--- config.mk ---
export PLATFORM = sky130hd
export DESIGN_NAME = pll_lock_watch
export DESIGN_NICKNAME = d
export VERILOG_FILES = /design/src/rtl/pll_lock_watch.sv
export SDC_FILE = /design/constraint.sdc
export NUM_CORES = 1
export LEC_CHECK = 0
export BUFFER_PORTS_ARGS = -buffer_cell sky130_fd_sc_hd__buf_4
export CAP_MARGIN = 25
export CORE_MARGIN = 5
export CORE_UTILIZATION = 38
export DETAILED_ROUTE_END_ITERATION = 6
export GPL_TIMING_DRIVEN = 0
export PLACE_DENSITY_LB_ADDON = 0.08
export SLEW_MARGIN = 20
export SYNTH_ARGS = -nofsm -noshare
export SYNTH_HDL_FRONTEND = slang
export SYNTH_SLANG_ARGS = --single-unit
--- constraint.sdc ---
create_clock -name clk -period 2.05 [get_ports clk]
set_input_delay 0 -clock clk [delete_from_list [all_inputs] [get_ports clk]]
set_output_delay 0 -clock clk [all_outputs]
set_load 0.02 [all_outputs]
--- src/rtl/pll_lock_watch.sv ---
module pll_lock_watch #(
  parameter int PW       = 8,
  parameter int WINDOW   = 2,
  parameter int LOSE_CNT = 4,
  parameter int GAIN_CNT = 32,
  parameter int REF_DIV  = 64,
  parameter int WD_LIMIT = 16
) (
  input  logic          clk,
  input  logic          rst_n,
  input  logic          ref_tick,
  input  logic          fb_tick,
  input  logic [PW-1:0] phase_diff,
  output logic          lock
);
  localparam int GW = $clog2(GAIN_CNT + 1);
  localparam int BW = $clog2(LOSE_CNT + 1);
  localparam int DW = $clog2(REF_DIV);
  localparam int WW = $clog2(WD_LIMIT + 1);

  logic [GW-1:0] good_cnt;
  logic [BW-1:0] bad_cnt;
  logic [DW-1:0] div_cnt;
  logic [WW-1:0] wd_cnt;
  logic [PW:0]   wide, mag;
  logic          err, div_wrap, wd_expire;

  assign wide      = {phase_diff[PW-1], phase_diff};
  assign mag       = phase_diff[PW-1] ? (~wide + 1'b1) : wide;
  assign err       = mag > (PW+1)'(WINDOW);
  assign div_wrap  = ref_tick && (div_cnt == DW'(REF_DIV - 1));
  assign wd_expire = lock && !fb_tick && div_wrap && (wd_cnt == WW'(WD_LIMIT - 1));

  always_ff @(posedge clk) begin
    if (!rst_n) begin
      lock     <= 1'b0;
      good_cnt <= '0;
      bad_cnt  <= '0;
      div_cnt  <= '0;
      wd_cnt   <= '0;
    end else begin
      if (!lock || fb_tick) begin
        div_cnt <= '0;
        wd_cnt  <= '0;
      end else if (ref_tick) begin
        div_cnt <= div_wrap ? '0 : div_cnt + 1'b1;
        if (div_wrap) wd_cnt <= wd_cnt + 1'b1;
      end

      if (wd_expire) begin
        lock     <= 1'b0;
        good_cnt <= '0;
        bad_cnt  <= '0;
      end else if (fb_tick && !lock) begin
        if (err) good_cnt <= '0;
        else if (good_cnt == GW'(GAIN_CNT - 1)) begin
          lock     <= 1'b1;
          good_cnt <= '0;
          bad_cnt  <= '0;
        end else good_cnt <= good_cnt + 1'b1;
      end else if (fb_tick) begin
        if (!err) bad_cnt <= '0;
        else if (bad_cnt == BW'(LOSE_CNT - 1)) begin
          lock     <= 1'b0;
          good_cnt <= '0;
          bad_cnt  <= '0;
        end else bad_cnt <= bad_cnt + 1'b1;
      end
    end
  end

  AST_RISE_NEEDS_CLEAN_FB: assert property (@(posedge clk) disable iff (!rst_n)
    $rose(lock) |-> $past(fb_tick) && $past(good_cnt) == GW'(GAIN_CNT - 1));
  AST_FALL_HAS_CAUSE: assert property (@(posedge clk) disable iff (!rst_n)
    $fell(lock) |-> $past(wd_expire) || ($past(fb_tick) && $past(bad_cnt) == BW'(LOSE_CNT - 1)));
  AST_QUIET_HOLDS: assert property (@(posedge clk) disable iff (!rst_n)
    !fb_tick && !wd_expire |=> $stable(lock));
  AST_UNLOCKED_NO_ERRRUN: assert property (@(posedge clk) disable iff (!rst_n)
    !lock |-> bad_cnt == '0);
  AST_CLEAN_RESETS_ERRRUN: assert property (@(posedge clk) disable iff (!rst_n)
    lock && fb_tick && !err |=> bad_cnt == '0);
  AST_WD_FB_WINS: assert property (@(posedge clk) disable iff (!rst_n)
    lock && fb_tick && !err |=> lock && wd_cnt == '0);
endmodule

==> results_dict.tcl <==
set metrics [dict create \
    outcome "completed" \
    finish.utilization_pct 45.4 \
    p_sw_share_pct 24.4 \
    timing.final.crit_share_pct 95.1 \
    start_util_pct 38.6 \
    cp_max_fo 5 \
    clockBufferDepth 2 \
    htree_num_levels 1 \
    wl_met2_microns 1120 \
    max_freq_mhz 513 \
    synth_top_area_share_pct 36.6 \
    power_frac_clock_pct 28.7 \
    netlist_instances 139 \
    cts_tree "yes" \
    grt_pass1_wl_microns 3860 \
    ys.warnings.count 0 \
    critPathCaptureType "flop" \
    yosys.area.top_type "dfxtp_1" \
    worstSetupStartpoint "bad_cnt[1]" \
    drv_cap 0 \
    antenna_found_initial 0 \
    pwr-share-seq_pct 59.6 \
    fp.dieW_microns 65.0 \
    synth_cell_types 35 \
    rows 20 \
    hp-start "fb_tick" \
    synthToLayoutAreaGrowth_pct 17.8 \
    die_h_microns 65.0 \
    path_clk_slew_ns 0.11 \
    drt_iter0_drc 64 \
    ir_drop_v 0.000258 \
    fin_worst_skew_ns 0.00114 \
    port_buffers 11 \
    diodes 0 \
    cts_num_sinks 21 \
    placed_cells 183 \
    synth_nets 159 \
    p_switching_mw 0.170 \
    cellPowerDensity_nw_per_um2 514 \
    num-fill-cells 314 \
    worst_ep_required_time_ns 2.29 \
    dieArea_sq_um 4220 \
    crit_path_start_kind "flop" \
    combinationalPowerShare_pct 11.7 \
    drt-met1-wl_microns 1080 \
    netlist_area_sq_um 1150 \
    layout.nets 179 \
    grt_pass1_vias 950 \
    slew_headroom_pct 59.5 \
    grt_usage_pct 11.5 \
    highest_layer "met4" \
    routed_wl_microns 2310 \
    p_int_mw 0.525 \
    syn_avg_cell_area_sq_um 8.26 \
    finalSetupTns_ns 0 \
    p_leak_nw 0.490 \
    seq_area_frac_synth_pct 36.6 \
    clk_latency_ns 0.30 \
    hold_violations 0 \
    root_buffer "clkbuf_4" \
    wl_met3_microns 83 \
    stdcell_count 191 \
    via_count 1040 \
    worstMarginPinSlew_ns 0.601 \
    drive_above_1_share_pct 19.6 \
    grt-ovfl-total 0 \
    drt-vias-per-instance 5.45 \
    drc 0 \
    ys_seq_elements 21 \
    most-common-layout-cells "nand2_1 (19), dfxtp_1 (19), nor2_1 (16), buf_4 (13), a21oi_1 (8)" \
    worstSetupPathType "flop to flop" \
    ant_nets 0 \
    wire_per_inst_microns 12.1 \
    place.gp.congestion 0.807 \
    coreArea_sq_um 2980 \
    place_hpwl_microns 1660 \
    period_needed_ns 1.95 \
    synthTopCellsByArea "dfxtp_1 (37%), ha_1 (8.7%), nand2_1 (6.5%)" \
    numCtsBuffers 3 \
    drtPass1Iterations 4 \
    r2r_start "bad_cnt[1]" \
    hp-class "input pin to flop" \
    grt_start_max_net_pins 12 \
    ios 13 \
    finalSetupViolCount 0 \
    slew_viol_final 0 \
    cp.arrival_ns 2.19 \
]
-- state kept, by name, summed over array words and instances (netlist names) --
name      count
div_cnt       6
lock          1
good_cnt      6
wd_cnt        5
bad_cnt       3
-- area by class of cell --
cell class / instances / area (sq um) / area share (%)
Clock buffer: 4 / 26.3 / 1.94
Buffer: 2 / 7.51 / 0.555
Multi-Input combinational cell: 107 / 701 / 51.8
Timing Repair Buffer: 15 / 118 / 8.70
Sequential cell: 21 / 423 / 31.3
Tap cell: 33 / 41.3 / 3.05
Inverter: 9 / 36.3 / 2.68
-- synth_stat cells, drive strengths merged --
library cell	count
dfxtp	21
nand2	20
nor2	17
inv	9
a21oi	8
ha	8
nand4	7
nor3	6
nand3	5
xor2	4
a211o	3
mux2i	3
o21ai	3
or4	3
a211oi	2
a31oi	2
clkbuf	2
or3	2
xnor2	2
a2111o	1
a41oi	1
and3	1
mux2	1
nand2b	1
nand4b	1
nor2b	1
nor3b	1
o2111a	1
o211a	1
o211ai	1
or2	1
-- logic make-up after synthesis --
family                   after synthesis  share of synthesized area, %
AND/OR/NAND/NOR                       66                          28.1
AO/OA/AOI/OAI                         23                          14.6
flip-flops                            21                          36.6
buffers and inverters                 11                          3.81
adder cells (fa/ha/maj)                8                          8.71
XOR/XNOR                               6                          4.58
multiplexers                           4                          3.59
-- per-stage QoR --
step	area [sq um]	setup slack, ns	hold WS [ns]	power, mW
6_report	1350	0.101	0.0501	0.695
5_1_grt	1350	-0.00601	0.0583	0.737
4_1_cts	1330	0.0143	0.0605	0.700
3_5_place_dp	1270	-0.239	0.292	0.495
3_3_place_gp	1270	-0.192	0.288	0.493
2_1_floorplan	1150	0.0181	0.147	0.463
-- critical path: stages, from the launching register on --
cell and delay (ns):
dfxtp_1 0.36, ha_1 0.18, nand2b_1 0.15, a211o_4 0.40
or3_1 0.35, a211o_2 0.33, a21oi_1 0.13
-- routing by layer --
metal | GRT usage, % | up-vias
met4 | 4.75 | 0
met3 | 2.95 | 4
li1 | - | 534
met2 | 20.1 | 12
met5 | 0 | -
met1 | 13.3 | 490
-- power by group through the flow --
stage	clock [mW]	combinational [mW]	sequential, mW
after floorplan	0	0.0401	0.423
after global placement	0	0.0708	0.422
after detailed placement	0	0.0727	0.422
after CTS	0.210	0.0768	0.413
after global routing	0.232	0.0906	0.414
final	0.199	0.0814	0.414
-- path summary, 6_finish.rpt --
| path | to | slack [ns] | cells past startpoint |
|---|---|---|---|
| max | good_cnt[3] | 0.10 | 6 |
| min reg2reg | bad_cnt[1] | 0.47 | 2 |
| max reg2reg | good_cnt[3] | 0.10 | 6 |
| min | bad_cnt[0] | 0.05 | 4 |
-- what timing repair did --
action,4_1_cts,5_1_grt
hold buffers,2,0
pin swaps,0,2
setup buffers,0,2
resized for setup,2,5
endpoints found under the setup margin,2,9
endpoints found under the hold margin,2,0
Power figures use the tool's default switching activity.
